### src/rtl/mdio_pkg.sv
package mdio_pkg;

  localparam int ADDR_W    = 5;
  localparam int DATA_W    = 16;
  localparam int PRE_LEN   = 32;
  localparam int FRAME_LEN = 2 + 2 + 2 * ADDR_W + 2 + DATA_W;
  // Leading frame bits the master always drives: start, opcode, addresses.
  localparam int HDR_LEN   = FRAME_LEN - DATA_W - 2;

  typedef enum logic [1:0] {
    OPC_WRITE = 2'b01,
    OPC_READ  = 2'b10
  } mdio_opc_e;

  function automatic logic [FRAME_LEN-1:0] make_frame(
    input logic              rd,
    input logic [ADDR_W-1:0] phy,
    input logic [ADDR_W-1:0] regad,
    input logic [DATA_W-1:0] wd
  );
    mdio_opc_e opc;
    opc = rd ? OPC_READ : OPC_WRITE;
    return {2'b01, opc, phy, regad, (rd ? 2'b00 : 2'b10), (rd ? {DATA_W{1'b0}} : wd)};
  endfunction

  function automatic logic [FRAME_LEN-1:0] make_oe_mask(input logic rd);
    return {{HDR_LEN{1'b1}}, {(DATA_W + 2){~rd}}};
  endfunction

endpackage

### src/rtl/mdio_clkgen.sv
module mdio_clkgen #(
  parameter int DIV_W = 8
) (
  input  logic             clk,
  input  logic             rst,
  input  logic             start,
  input  logic             run,
  input  logic [DIV_W-1:0] div_in,
  output logic             mdc,
  output logic             rise_stb,
  output logic             fall_stb
);

  logic [DIV_W-1:0] div_eff;
  logic [DIV_W-1:0] div_q;
  logic [DIV_W-1:0] rise_at;
  logic [DIV_W-1:0] cnt;

  // Field 0 would mean a period of one clock, which cannot toggle; clamp to 1.
  assign div_eff  = (div_in == '0) ? DIV_W'(1) : div_in;
  assign rise_stb = run && (cnt == rise_at);
  assign fall_stb = run && (cnt == div_q);

  always_ff @(posedge clk) begin
    if (rst) begin
      div_q   <= DIV_W'(1);
      rise_at <= '0;
      cnt     <= '0;
      mdc     <= 1'b0;
    end else if (start) begin
      div_q   <= div_eff;
      rise_at <= div_eff >> 1;  // low phase = ceil((div+1)/2) clocks
      cnt     <= '0;
      mdc     <= 1'b0;
    end else if (run) begin
      if (fall_stb) begin
        cnt <= '0;
        mdc <= 1'b0;
      end else begin
        cnt <= cnt + DIV_W'(1);
        if (rise_stb) mdc <= 1'b1;
      end
    end else begin
      cnt <= '0;
      mdc <= 1'b0;
    end
  end

  AST_FALL_FROM_HIGH: assert property (@(posedge clk) disable iff (rst)
    fall_stb |-> mdc);
  AST_RISE_FROM_LOW: assert property (@(posedge clk) disable iff (rst)
    rise_stb |-> !mdc);
  AST_MDC_QUIET: assert property (@(posedge clk) disable iff (rst)
    !run |-> !mdc);

endmodule

### src/rtl/mdio_frame.sv
module mdio_frame
  import mdio_pkg::*;
(
  input  logic              clk,
  input  logic              rst,
  input  logic              cmd_valid,
  input  logic              cmd_read,
  input  logic [ADDR_W-1:0] cmd_phy,
  input  logic [ADDR_W-1:0] cmd_reg,
  input  logic [DATA_W-1:0] cmd_wdata,
  input  logic              pre_off,
  input  logic              rise_stb,
  input  logic              fall_stb,
  input  logic              mdio_i,
  output logic              start,
  output logic              busy,
  output logic              mdio_o,
  output logic              mdio_oe,
  output logic [DATA_W-1:0] rd_data
);

  localparam int TOT   = PRE_LEN + FRAME_LEN;
  localparam int CNT_W = $clog2(TOT + 1);

  logic [FRAME_LEN-1:0] frame_w;
  logic [FRAME_LEN-1:0] mask_w;
  logic [TOT-1:0]       load_sh;
  logic [TOT-1:0]       load_oe;
  logic [CNT_W-1:0]     load_rem;
  logic [TOT-1:0]       sh;
  logic [TOT-1:0]       oe_sh;
  logic [CNT_W-1:0]     rem;
  logic                 is_rd;
  logic [DATA_W-1:0]    rx;
  logic                 in_data;

  assign start   = cmd_valid && !busy;
  assign frame_w = make_frame(cmd_read, cmd_phy, cmd_reg, cmd_wdata);
  assign mask_w  = make_oe_mask(cmd_read);
  assign in_data = (rem <= CNT_W'(DATA_W));

  always_comb begin
    if (pre_off) begin
      load_sh  = {frame_w, {PRE_LEN{1'b0}}};
      load_oe  = {mask_w, {PRE_LEN{1'b0}}};
      load_rem = CNT_W'(FRAME_LEN);
    end else begin
      load_sh  = {{PRE_LEN{1'b1}}, frame_w};
      load_oe  = {{PRE_LEN{1'b1}}, mask_w};
      load_rem = CNT_W'(TOT);
    end
  end

  always_ff @(posedge clk) begin
    if (rst) begin
      busy    <= 1'b0;
      sh      <= '0;
      oe_sh   <= '0;
      rem     <= '0;
      is_rd   <= 1'b0;
      rx      <= '0;
      rd_data <= '0;
      mdio_o  <= 1'b0;
      mdio_oe <= 1'b0;
    end else if (start) begin
      busy    <= 1'b1;
      sh      <= load_sh;
      oe_sh   <= load_oe;
      rem     <= load_rem;
      is_rd   <= cmd_read;
      mdio_o  <= load_sh[TOT-1];
      mdio_oe <= load_oe[TOT-1];
    end else if (busy) begin
      if (rise_stb && is_rd && in_data) rx <= {rx[DATA_W-2:0], mdio_i};
      if (fall_stb) begin
        if (rem == CNT_W'(1)) begin
          busy    <= 1'b0;
          mdio_o  <= 1'b0;
          mdio_oe <= 1'b0;
          if (is_rd) rd_data <= rx;
        end else begin
          sh      <= {sh[TOT-2:0], 1'b0};
          oe_sh   <= {oe_sh[TOT-2:0], 1'b0};
          rem     <= rem - CNT_W'(1);
          mdio_o  <= sh[TOT-2];
          mdio_oe <= oe_sh[TOT-2];
        end
      end
    end
  end

  AST_OE_QUIET: assert property (@(posedge clk) disable iff (rst)
    !busy |-> !mdio_oe);
  AST_BIT_AT_FALL: assert property (@(posedge clk) disable iff (rst)
    (busy && $past(busy) && !$stable(mdio_o)) |-> $past(fall_stb));
  AST_READ_RELEASED: assert property (@(posedge clk) disable iff (rst)
    (busy && is_rd && rem <= CNT_W'(DATA_W + 2)) |-> !mdio_oe);
  AST_RDATA_HOLD: assert property (@(posedge clk) disable iff (rst)
    (busy && $past(busy)) |-> $stable(rd_data));
  AST_BUSY_CMD_IGNORED: assert property (@(posedge clk) disable iff (rst)
    (busy && cmd_valid && !fall_stb) |=> (busy && $stable(is_rd) && $stable(rem)));

endmodule

### src/rtl/mdio_master.sv
module mdio_master
  import mdio_pkg::*;
#(
  parameter int DIV_W       = 8,
  parameter int DIV_RST     = 7,
  parameter bit PRE_OFF_RST = 1'b1
) (
  input  logic              clk,
  input  logic              rst,
  input  logic              cfg_we,
  input  logic [DIV_W-1:0]  cfg_div,
  input  logic              cfg_pre_off,
  input  logic              cmd_valid,
  input  logic              cmd_read,
  input  logic [ADDR_W-1:0] cmd_phy,
  input  logic [ADDR_W-1:0] cmd_reg,
  input  logic [DATA_W-1:0] cmd_wdata,
  output logic              busy,
  output logic [DATA_W-1:0] rd_data,
  output logic              mdc,
  output logic              mdio_o,
  output logic              mdio_oe,
  input  logic              mdio_i
);

  logic [DIV_W-1:0] div_r;
  logic             pre_off_r;
  logic             start;
  logic             rise_stb;
  logic             fall_stb;

  always_ff @(posedge clk) begin
    if (rst) begin
      div_r     <= DIV_W'(DIV_RST);
      pre_off_r <= PRE_OFF_RST;
    end else if (cfg_we) begin
      div_r     <= cfg_div;
      pre_off_r <= cfg_pre_off;
    end
  end

  mdio_clkgen #(.DIV_W(DIV_W)) u_clk (
    .clk      (clk),
    .rst      (rst),
    .start    (start),
    .run      (busy),
    .div_in   (div_r),
    .mdc      (mdc),
    .rise_stb (rise_stb),
    .fall_stb (fall_stb)
  );

  mdio_frame u_frame (
    .clk       (clk),
    .rst       (rst),
    .cmd_valid (cmd_valid),
    .cmd_read  (cmd_read),
    .cmd_phy   (cmd_phy),
    .cmd_reg   (cmd_reg),
    .cmd_wdata (cmd_wdata),
    .pre_off   (pre_off_r),
    .rise_stb  (rise_stb),
    .fall_stb  (fall_stb),
    .mdio_i    (mdio_i),
    .start     (start),
    .busy      (busy),
    .mdio_o    (mdio_o),
    .mdio_oe   (mdio_oe),
    .rd_data   (rd_data)
  );

  AST_MDIO_ON_MDC_FALL: assert property (@(posedge clk) disable iff (rst)
    (busy && $past(busy) && !$stable(mdio_o)) |-> $fell(mdc));
  AST_IDLE_LINE: assert property (@(posedge clk) disable iff (rst)
    !busy |-> (!mdc && !mdio_oe));

endmodule

### config.mk
export PLATFORM = sky130hd
export DESIGN_NAME = mdio_master
export DESIGN_NICKNAME = d
export VERILOG_FILES = /design/src/rtl/mdio_pkg.sv /design/src/rtl/mdio_clkgen.sv /design/src/rtl/mdio_frame.sv /design/src/rtl/mdio_master.sv
export SDC_FILE = /design/constraint.sdc
export NUM_CORES = 1
export LEC_CHECK = 0
export ABC_AREA = 0
export BUFFER_PORTS_ARGS = -buffer_cell sky130_fd_sc_hd__buf_2
export CORE_MARGIN = 3
export CORE_UTILIZATION = 48
export DETAILED_ROUTE_END_ITERATION = 10
export PLACE_DENSITY = 0.69
export SYNTH_ARGS = -nofsm -noshare
export SYNTH_HDL_FRONTEND = slang
export SYNTH_HIERARCHICAL = 1
export SYNTH_SLANG_ARGS = --single-unit
export TNS_END_PERCENT = 5
### constraint.sdc
create_clock -name clk -period 2.25 [get_ports clk]
set_input_delay 0.225 -clock clk [delete_from_list [all_inputs] [get_ports clk]]
set_output_delay 0.225 -clock clk [all_outputs]
set_load 0.02 [all_outputs]
==> impl_metrics.py, run 1 <==
metrics = {
    "sta": {
        "totalNegativeSetupSlack_ns": 0,
        "final_slew_viol_count": 0,
        "fin_crit_sh_pct": 94.4,
        "slew_headroom_pct": 51.4,
        "setup_slack_ns": 0.126,
        "fin_worst_hold_slack_ns": 0.0291,
        "max_freq_mhz": 471,
        "finalSetupViolCount": 0,
        "timing_worst_slew_pin_value_ns": 0.727,
        "clock-skew-final_ns": 0.00817,
        "report.final.hold_viol_count": 0,
        "final.min_clock_period_ns": 2.12,
    },
    "layout": {
        "drive_above_1_share_pct": 16.4,
        "nNetsFinal": 1002,
        "post-route-util_pct": 58.9,
        "antenna_diode_count": 0,
        "finish.instance_area_mm2": 0.00913,
        "fillCellCount": 1398,
        "area.growth.synth_to_final_pct": 18.0,
        "stdcell_count": 1182,
    },
    "global_routing": {
        "grt_pass1_wl_um": 27800,
        "grt_pass1_vias": 5761,
        "grt_antenna_before_repair": 0,
        "grt-ovfl-total": 0,
        "grt.total_usage_pct": 18.7,
        "grt_max_degree": 70,
    },
    "floorplanning": {
        "placeableCoreArea_mm2": 0.0155,
        "die_h_um": 133,
        "initial_core_util_pct": 50.0,
        "dieWidth_um": 133,
        "die_area_mm2": 0.0177,
        "number_of_top_level_design_ports": 61,
        "rows": 45,
    },
    "logic_synthesis": {
        "syn_inst": 905,
        "ranking_of_synthesized_cells_by_instance_count": "sky130_fd_sc_hd__dfxtp_1, sky130_fd_sc_hd__nor2_1, sky130_fd_sc_hd__a21oi_1, sky130_fd_sc_hd__nor3_1, sky130_fd_sc_hd__mux2i_1",
        "synthMostInstantiatedCell": "sky130_fd_sc_hd__dfxtp_1",
        "synth-warning-count": 6,
        "count_of_flip_flops_with_a_built_in_enable_after_synthesis": 0,
        "synth.top_cell.area_share_pct": 50.5,
        "syn_nets": 949,
        "synth_seq_area_share_pct": 50.5,
        "syn_avg_cell_area_um2": 8.55,
        "mappedNetlistArea_mm2": 0.00774,
        "ys_top_cells_by_area": "sky130_fd_sc_hd__dfxtp_1, sky130_fd_sc_hd__nor2_1, sky130_fd_sc_hd__a21oi_1",
        "synth-seq-cells": 195,
        "yosys.cell_types.count": 50,
        "primary_flip_flop_cell_chosen_by_synthesis_mapping": "sky130_fd_sc_hd__dfxtp_1",
        "asyncSetResetFlopFracSynth_pct": 0,
        "synth_area_leader": "sky130_fd_sc_hd__dfxtp_1",
    },
    "critical_path": {
        "path_delay_family": "simple AND/OR/NAND/NOR gates",
        "r2r_setup_slack_ns": 0.13,
        "timing.rr.end": "u_frame/rx[5]",
        "worstPathArrival_ns": 2.42,
        "timing.critical_path.fanout_max": 16,
        "critical_path_s_slowest_cell": "sky130_fd_sc_hd__dfxtp_2",
        "timing.critical_path.from_type": "flop",
        "worst_r2r_startpoint": "u_clk/div_q[1]",
        "critPathKind": "reg -> reg",
        "r2r.worst_path.cells": 8,
        "crit_buf_inv": 1,
        "chain_of_cells_forming_the_critical_path": "xor2_1 > or3_4 > nor4_4 > nand4b_1 > a211o_1 > buf_12 > mux2i_1 > nor2_1",
        "worst_setup_path_end_kind": "flop",
        "slowest_delay_ns": 0.34,
        "worst_ep_required_time_ns": 2.54,
    },
    "cts": {
        "ctsHtreeMaxLevel": 4,
        "ctsRootBufferMaster": "sky130_fd_sc_hd__clkbuf_16",
        "clk-insertion-delay-late_ns": 0.42,
        "clkSlewWorstSetupHoldPaths_ns": 0.07,
        "clkSinkCount": 195,
        "tritoncts_buffer_count": 17,
        "cts_tree": "built",
        "ctsLongestPathBuffers": 2,
    },
    "placed_design": {
        "preCtsSetupSlack_ns": 0.182,
        "input_output_buffers": 60,
        "numPlacedInstances": 1137,
        "detailed_place_hpwl_um": 10600,
        "place.gp.congestion": 0.856,
        "placed_cell_area_mm2": 0.00834,
    },
    "power": {
        "finalPower_mw": 7.43,
        "static-leakage-power_nw": 4.00,
        "pwr_density_cell_mw_per_mm2": 814,
        "ir_drop_mv": 0.578,
    },
    "drt": {
        "drc": 0,
        "wl_um": 17300,
        "dr.pass1.iters": 5,
        "drt-vias-per-instance": 5.38,
        "post_drt_wl_per_cell_um": 14.6,
        "num_vias": 6354,
        "drt.antenna.violating_nets": 0,
        "first_iter_violations": 400,
    },
    "hold_path": {
        "worst_hold_endpoint": "div_r[5]",
        "timing.hold.worst_path_depth": 3,
        "min_delay_path_class": "in -> reg",
        "worst_hold_launch": "cfg_div[5]",
    },
    "status": {
        "run_status": "finished, final reports clean",
    },
    "flow_run": {
        "max_cap_viol_count": 0,
    },
}
==> power by group <==
part | total (mW) | switching [mW] | internal, mW
Sequential | 3.79 | 0.128 | 3.66
Combinational | 0.725 | 0.405 | 0.320
Clock | 2.92 | 1.32 | 1.60
Total | 7.43 | 1.85 | 5.58
==> worst max path at each step <==
stage                         startpoint           endpoint  depth (start not counted)
after floorplan             u_clk/cnt[3]     u_frame/rem[0]                         10
after global placement    u_clk/div_q[6]     u_frame/sh[61]                          9
after detailed placement    u_clk/cnt[0]     u_frame/rx[10]                          8
after CTS                 u_clk/div_q[1]      u_frame/rx[5]                          8
after global routing      u_clk/div_q[4]  u_frame/oe_sh[57]                         11
final                     u_clk/div_q[1]      u_frame/rx[5]                          8
==> per-layer routing <==
layer	part of all wire, %	routed length (um)	global-route usage, %
met3	3.6	620	4.03
met2	47	8160	29.2
met4	1.2	212	5.31
met5	0	0	0
met1	48	8320	26.2
==> cells in the final DEF (no fill, tap or decap), types with 4 or more instances in the layout <==
cell type / instances
sky130_fd_sc_hd__nor3_1: 105
sky130_fd_sc_hd__mux2i_1: 45
sky130_fd_sc_hd__nand3_1: 17
sky130_fd_sc_hd__a21oi_1: 112
sky130_fd_sc_hd__xor2_1: 6
sky130_fd_sc_hd__a22oi_1: 4
sky130_fd_sc_hd__buf_4: 30
sky130_fd_sc_hd__a211oi_1: 20
sky130_fd_sc_hd__dfxtp_1: 187
sky130_fd_sc_hd__dlygate4sd3_1: 4
sky130_fd_sc_hd__o22ai_1: 16
sky130_fd_sc_hd__buf_2: 59
sky130_fd_sc_hd__xnor2_1: 20
sky130_fd_sc_hd__nor2_1: 184
sky130_fd_sc_hd__dfxtp_2: 8
sky130_fd_sc_hd__buf_12: 7
sky130_fd_sc_hd__and3_1: 16
sky130_fd_sc_hd__inv_1: 16
sky130_fd_sc_hd__clkbuf_16: 21
sky130_fd_sc_hd__nand2_1: 27
==> cells by family (layout without fill, tap and decap cells) <==
logic type	Yosys count	count (layout)	synth area share (%)
muxes	45	45	5.82
and+or+nand+nor	377	377	22.2
adders and majority gates	3	3	0.485
xor gates and xnor gates	26	26	2.94
buffers and inverters	89	155	4.97
AOI/OAI and AO/OA	170	170	13.1
DFF	195	195	50.5
==> state kept, by name (all words and copies together), names as in the netlist <==
register / flops
u_frame/oe_sh: 63
u_frame/rem: 7
pre_off_r: 1
u_frame/sh: 63
u_clk/cnt: 8
u_frame/busy: 1
u_frame/rx: 16
u_frame/rd_data: 16
div_r: 8
u_frame/mdio_o: 1
u_clk/div_q: 8
u_frame/is_rd: 1
u_frame/mdio_oe: 1
u_clk/mdc: 1
==> worst register-to-register path, stage by stage (launching register included) <==
cell and delay [ns]:
sky130_fd_sc_hd__dfxtp_2 0.34, sky130_fd_sc_hd__xor2_1 0.17, sky130_fd_sc_hd__or3_4 0.34, sky130_fd_sc_hd__nor4_4 0.25, sky130_fd_sc_hd__nand4b_1 0.17, sky130_fd_sc_hd__a211o_1 0.34
sky130_fd_sc_hd__buf_12 0.18, sky130_fd_sc_hd__mux2i_1 0.16, sky130_fd_sc_hd__nor2_1 0.05
==> cell type report <==
cell class	instances	area (um2)	share of cell area, %
sequential	195	3910	42.9
multi-input combinational	621	3480	38.2
timing repair buffer	106	823	9.02
clock buffer	19	453	4.96
tap	211	264	2.89
clock inverter	13	124	1.36
inverter	17	63.8	0.699
==> what timing repair did <==
action                                  CTS  global route
hold buffers                              4             0
buffers inserted                          0             4
endpoints found under the setup margin    0            72
gates resized for setup                   0             9
hold endpoints to repair                  4             0
(Power assumes the default switching activity.)
==> run 2: changes to the inputs <==
--- a/config.mk
+++ b/config.mk
@@ -10,7 +10,7 @@
 export CORE_MARGIN = 3
 export CORE_UTILIZATION = 48
 export DETAILED_ROUTE_END_ITERATION = 10
-export PLACE_DENSITY = 0.69
+export PLACE_DENSITY = 0.78
 export SYNTH_ARGS = -nofsm -noshare
 export SYNTH_HDL_FRONTEND = slang
 export SYNTH_HIERARCHICAL = 1
==> run 2 against run 1 <==
  * Via count is 1.1% higher
  * First-iteration DRC count increased by 39%
  * Flip-flop and latch count is the same
  * Total power is 3.7% higher
  * Die area did not move
  * Largest power group unchanged
  * Routed wire length shrank 2.1%
==> impl_metrics.py, run 2 (synthesis gave the netlist of run 1 again) <==
metrics = {
    "cts": {
        "clkSinkCount": 195,
        "tritoncts_buffer_count": 17,
        "clkSlewWorstSetupHoldPaths_ns": 0.07,
        "ctsRootBufferMaster": "sky130_fd_sc_hd__clkbuf_16",
        "clk-insertion-delay-late_ns": 0.43,
        "ctsHtreeMaxLevel": 4,
        "cts_tree": "built",
        "ctsLongestPathBuffers": 2,
    },
    "floorplanning": {
        "placeableCoreArea_mm2": 0.0155,
        "die_area_mm2": 0.0177,
        "number_of_top_level_design_ports": 61,
        "die_h_um": 133,
        "dieWidth_um": 133,
        "rows": 45,
        "initial_core_util_pct": 50.0,
    },
    "layout": {
        "seq_area_mm2": 0.00391,
        "fillCellCount": 1328,
        "area.growth.synth_to_final_pct": 17.6,
        "layout_commonest_cell": "sky130_fd_sc_hd__dfxtp_1",
        "layout_common_cells": "sky130_fd_sc_hd__dfxtp_1, sky130_fd_sc_hd__nor2_1, sky130_fd_sc_hd__a21oi_1",
        "post-route-util_pct": 58.8,
        "nNetsFinal": 996,
        "top_regs": "u_frame/oe_sh: 63 flops, u_frame/sh: 63 flops",
        "drive_above_1_share_pct": 16.0,
        "finish.instance_area_mm2": 0.00910,
        "antenna_diode_count": 0,
        "stdcell_count": 1176,
        "total_area_of_multi_input_combinational_cells_mm2": 0.00350,
    },
    "critical_path": {
        "worst_setup_path_end_kind": "flop",
        "chain_of_cells_forming_the_critical_path": "xnor2_1 > nand4_1 > nor3_4 > mux2i_2 > a41oi_4 > clkbuf_16 > nor2_1 > nor3_1",
        "timing.critical_path.fanout_max": 27,
        "timing.critical_path.from_type": "flop",
        "slowest_delay_ns": 0.35,
        "critPathKind": "reg -> reg",
        "worst_ep_required_time_ns": 2.60,
        "critical_path_s_slowest_cell": "sky130_fd_sc_hd__a41oi_4",
        "worstPathArrival_ns": 2.53,
    },
    "drt": {
        "drt.antenna.violating_nets": 0,
        "first_iter_violations": 555,
        "drt-vias-per-instance": 5.46,
        "dr.pass1.iters": 5,
        "drc": 0,
        "wl_um": 16900,
        "num_vias": 6426,
        "post_drt_wl_per_cell_um": 14.4,
    },
    "power": {
        "share_seq_of_total_power_pct": 49.1,
        "clkPwrFrac_pct": 41.7,
        "p_switching_mw": 1.83,
        "internal_power_mw": 5.87,
        "pwr_density_cell_mw_per_mm2": 847,
        "p_sw_share_pct": 23.8,
        "ir_drop_mv": 0.620,
        "static-leakage-power_nw": 3.99,
        "pwr-share-comb_pct": 9.2,
    },
    "status": {
        "run_status": "finished, final reports clean",
    },
    "global_routing": {
        "grt_pass1_vias": 5897,
        "grt_antenna_before_repair": 0,
        "grt_max_degree": 56,
        "grt-ovfl-total": 0,
        "grt_pass1_wl_um": 28200,
        "grt.total_usage_pct": 19.0,
    },
    "placed_design": {
        "numPlacedInstances": 1138,
        "input_output_buffers": 60,
        "detailed_place_hpwl_um": 10400,
        "placed_cell_area_mm2": 0.00835,
        "place.gp.congestion": 0.826,
    },
    "sta": {
        "final_slew_viol_count": 0,
        "clock-skew-final_ns": 0.00734,
        "rsz_0062_raised_after_global_routing": "true",
        "max_freq_mhz": 458,
        "finalSetupViolCount": 0,
        "timing_worst_slew_pin_value_ns": 0.596,
        "slew_headroom_pct": 59.9,
        "fin_crit_sh_pct": 97.0,
        "report.final.hold_viol_count": 0,
        "final.min_clock_period_ns": 2.18,
    },
    "hold_path": {
        "min_delay_path_class": "in -> reg",
    },
    "flow_run": {
        "max_cap_viol_count": 0,
    },
}
-- run 2: critical path: cells and delay by family, from the launching register on --
kind	cells	cell delay (ns)
xor+xnor	1	0.20
compound gates	1	0.35
simple gates	4	0.78
buf+inv	1	0.28
flops	1	0.34
mux	1	0.15
-- run 2: power groups by stage --
stage / registers, mW / logic [mW] / clock network [mW]
finish: 3.78 / 0.711 / 3.21
global route: 3.80 / 0.796 / 3.42
CTS: 3.78 / 0.683 / 3.26
detailed placement: 3.85 / 0.670 / 0
global placement: 3.85 / 0.654 / 0
floorplan: 3.83 / 0.487 / 0
-- run 2: per-layer routing --
metal / vias to the layer above / GRT usage [%] / wire, um
met5: - / 0 / 0
met4: 0 / 6.64 / 250
met3: 21 / 3.84 / 814
met2: 160 / 30.2 / 8110
met1: 3029 / 25.7 / 7770
li1: 3216 / - / -
-- run 2: worst paths after layout --
path / slack, ns / to / startpoint / cells past startpoint
hold / removal: 0.02 / div_r[1] / cfg_div[1] / 2
setup / recovery: 0.07 / u_frame/sh[2] / u_clk/div_q[4] / 8
hold reg to reg: 0.45 / u_frame/sh[48] / u_frame/sh[48] / 2
setup reg to reg: 0.07 / u_frame/sh[2] / u_clk/div_q[4] / 8
-- run 2: cell type report --
class | count | share of cell area, %
Clock buffer | 22 | 5.43
Inverter | 17 | 0.701
Clock inverter | 10 | 1.58
Timing Repair Buffer | 100 | 7.89
Tap cell | 211 | 2.90
Multi-Input combinational cell | 621 | 38.5
Sequential cell | 195 | 43.0
-- run 2: stage by stage --
| step | hold WS (ns) | power [mW] | worst slack [ns] | TNS, ns |
|---|---|---|---|---|
| 5_1_grt | 0.0133 | 8.02 | -0.0324 | -0.235 |
| 4_1_cts | 0.00729 | 7.72 | 0.0685 | 0 |
| 3_3_place_gp | 0.438 | 4.50 | 0.0725 | 0 |
| 2_1_floorplan | 0.347 | 4.32 | 0.101 | 0 |
| 6_report | 0.0216 | 7.70 | 0.0680 | 0 |
| 3_5_place_dp | 0.441 | 4.52 | 0.0618 | 0 |
-- run 2: timing repair --
| item | in CTS | in global routing |
|---|---|---|
| setup endpoints to repair | 14 | 67 |
| buffers inserted | 0 | 2 |
| endpoints found under the hold margin | 2 | 0 |
| pin swaps | 0 | 4 |
| gates cloned | 0 | 2 |
| resized for setup | 1 | 7 |
| hold buffers | 2 | 0 |
==> run 3: changes to the inputs <==
==> constraint.sdc (replaced) <==
create_clock -name clk -period 1.9 [get_ports clk]
set_input_delay 0.19 -clock clk [delete_from_list [all_inputs] [get_ports clk]]
set_output_delay 0.19 -clock clk [all_outputs]
set_load 0.02 [all_outputs]
==> run 3 against run 2 <==
  * The run now ends with negative setup slack left
  * Combinational power rose by 40%
  * Maximum frequency rose by 4.7%
  * First-iteration DRC count fell by 12%
  * Cell count rose by 4.6%
  * Global-route usage rose by 2.3 points
  * Critical path depth did not move
  * Worst setup slack got worse by 0.25 ns
==> impl_metrics.py, run 3 (synthesis gave the netlist of run 1 again) <==
metrics = {
    "power": {
        "ir_drop_mv": 0.691,
        "pwr_density_cell_mw_per_mm2": 939,
        "static-leakage-power_nw": 4.36,
    },
    "drt": {
        "m1WireLength_um": 8400,
        "met2_wirelength_um": 10200,
        "wl_met3_um": 855,
        "num_vias": 6840,
        "top_signal_layer_used": "met4",
        "dr.pass1.iters": 5,
        "first_iter_violations": 488,
        "drc": 0,
        "drt-vias-per-instance": 5.56,
        "post_drt_wl_per_cell_um": 16.1,
        "wl_um": 19800,
        "drt.antenna.violating_nets": 0,
    },
    "global_routing": {
        "grt_pass1_vias": 6555,
        "grt.total_usage_pct": 21.3,
        "grt_antenna_before_repair": 0,
        "grt_max_degree": 78,
        "grt_pass1_wl_um": 31500,
        "grt-ovfl-total": 0,
    },
    "placed_design": {
        "detailed_place_hpwl_um": 11000,
        "place.gp.congestion": 0.832,
        "input_output_buffers": 60,
        "numPlacedInstances": 1166,
        "placed_cell_area_mm2": 0.00860,
        "preCtsSetupSlack_ns": -0.113,
    },
    "flow_run": {
        "max_cap_viol_count": 0,
    },
    "layout": {
        "nNetsFinal": 1051,
        "top_regs": "u_frame/oe_sh: 63 flops, u_frame/sh: 63 flops",
        "fillCellCount": 1173,
        "drive_above_1_share_pct": 23.1,
        "antenna_diode_count": 0,
        "area.growth.synth_to_final_pct": 27.7,
        "layout_common_cells": "sky130_fd_sc_hd__nor2_1, sky130_fd_sc_hd__dfxtp_1, sky130_fd_sc_hd__a21oi_1",
        "layout_commonest_cell": "sky130_fd_sc_hd__nor2_1",
        "stdcell_count": 1230,
        "finish.instance_area_mm2": 0.00988,
    },
    "cts": {
        "cts_tree": "built",
        "clk-insertion-delay-late_ns": 0.43,
        "tritoncts_buffer_count": 17,
        "ctsHtreeMaxLevel": 4,
        "clkSlewWorstSetupHoldPaths_ns": 0.07,
        "clkSinkCount": 195,
        "ctsLongestPathBuffers": 2,
        "ctsRootBufferMaster": "sky130_fd_sc_hd__clkbuf_16",
    },
    "floorplanning": {
        "number_of_top_level_design_ports": 61,
        "initial_core_util_pct": 50.0,
        "die_area_mm2": 0.0177,
        "placeableCoreArea_mm2": 0.0155,
        "rows": 45,
        "die_h_um": 133,
        "dieWidth_um": 133,
    },
    "status": {
        "run_status": "finished with violations",
        "failed_checks": "negative setup slack",
    },
    "sta": {
        "timing_worst_slew_pin_value_ns": 0.776,
        "max_freq_mhz": 480,
        "clock-skew-final_ns": 0.00961,
        "final.min_clock_period_ns": 2.08,
        "report.final.hold_viol_count": 0,
        "slew_headroom_pct": 47.9,
        "finalSetupViolCount": 153,
        "fin_crit_sh_pct": 110,
        "final_slew_viol_count": 0,
        "rsz_0062_raised_after_global_routing": "true",
        "setup_slack_ns": -0.184,
    },
    "critical_path": {
        "timing.critical_path.fanout_max": 16,
        "critPathKind": "reg -> reg",
        "r2r_setup_slack_ns": -0.18,
        "worst_ep_required_time_ns": 2.22,
        "timing.critical_path.from_type": "flop",
        "worst_setup_path_end_kind": "flop",
        "worstPathArrival_ns": 2.40,
    },
    "hold_path": {
        "min_delay_path_class": "in -> reg",
    },
}
run 3: area by class of cell:
class	count	area (um2)	share of cell area, %
Sequential cell	195	3930	39.7
Multi-Input combinational cell	621	3660	37.1
Timing Repair Buffer	155	1340	13.5
Clock buffer	21	470	4.76
Tap cell	211	264	2.67
Clock inverter	10	154	1.56
Inverter	17	63.8	0.646
run 3: path summary, 6_finish.rpt:
check                                       start                 to  depth (start not counted)
worst min register to register  u_frame/oe_sh[29]  u_frame/oe_sh[29]                          2
worst min-delay path                   cfg_div[4]           div_r[4]                          3
worst max register to register       u_clk/cnt[7]     u_frame/rx[15]                          8
worst max-delay path                 u_clk/cnt[7]     u_frame/rx[15]                          8
run 3: stage by stage:
stage | TNS [ns] | total power, mW | utilization [%] | hold slack (ns)
floorplan | -2.32 | 5.11 | - | 0.312
global placement | -2.15 | 5.38 | 55.5 | 0.404
detailed placement | -6.45 | 5.41 | 55.5 | 0.404
CTS | -7.90 | 9.24 | 62.5 | 0.0197
global route | -27.48 | 9.60 | 63.8 | 0.0154
finish | -11.57 | 9.28 | 63.8 | 0.00988
run 3: timing repair:
item,CTS,global route
resized for setup,31,29
buffers inserted,13,4
endpoints found under the setup margin,148,174
hold buffers,8,0
pin swaps,33,30
endpoints found under the hold margin,8,0
gates cloned,5,3
run 3: worst max-delay path, stage by stage, from the launching register on:
cell                       delay, ns
sky130_fd_sc_hd__dfxtp_2        0.34
sky130_fd_sc_hd__buf_4          0.14
sky130_fd_sc_hd__or3_4          0.38
sky130_fd_sc_hd__nor4_4         0.20
sky130_fd_sc_hd__nand4b_1       0.20
sky130_fd_sc_hd__a211o_1        0.30
sky130_fd_sc_hd__buf_12         0.17
sky130_fd_sc_hd__mux2i_1        0.17
sky130_fd_sc_hd__nor2_1         0.05
run 3: metal layers:
metal | vias to the layer above | GRT usage, %
met5 | - | 0
met4 | 0 | 7.79
met3 | 34 | 3.84
met2 | 176 | 36.0
met1 | 3307 | 27.2
li1 | 3323 | -
run 3: power by group:
| part | switching (mW) | leakage, nW | internal, mW |
|---|---|---|---|
| Clock | 1.50 | 0.313 | 2.29 |
| Combinational | 0.544 | 2.44 | 0.452 |
| Sequential | 0.156 | 1.61 | 4.33 |
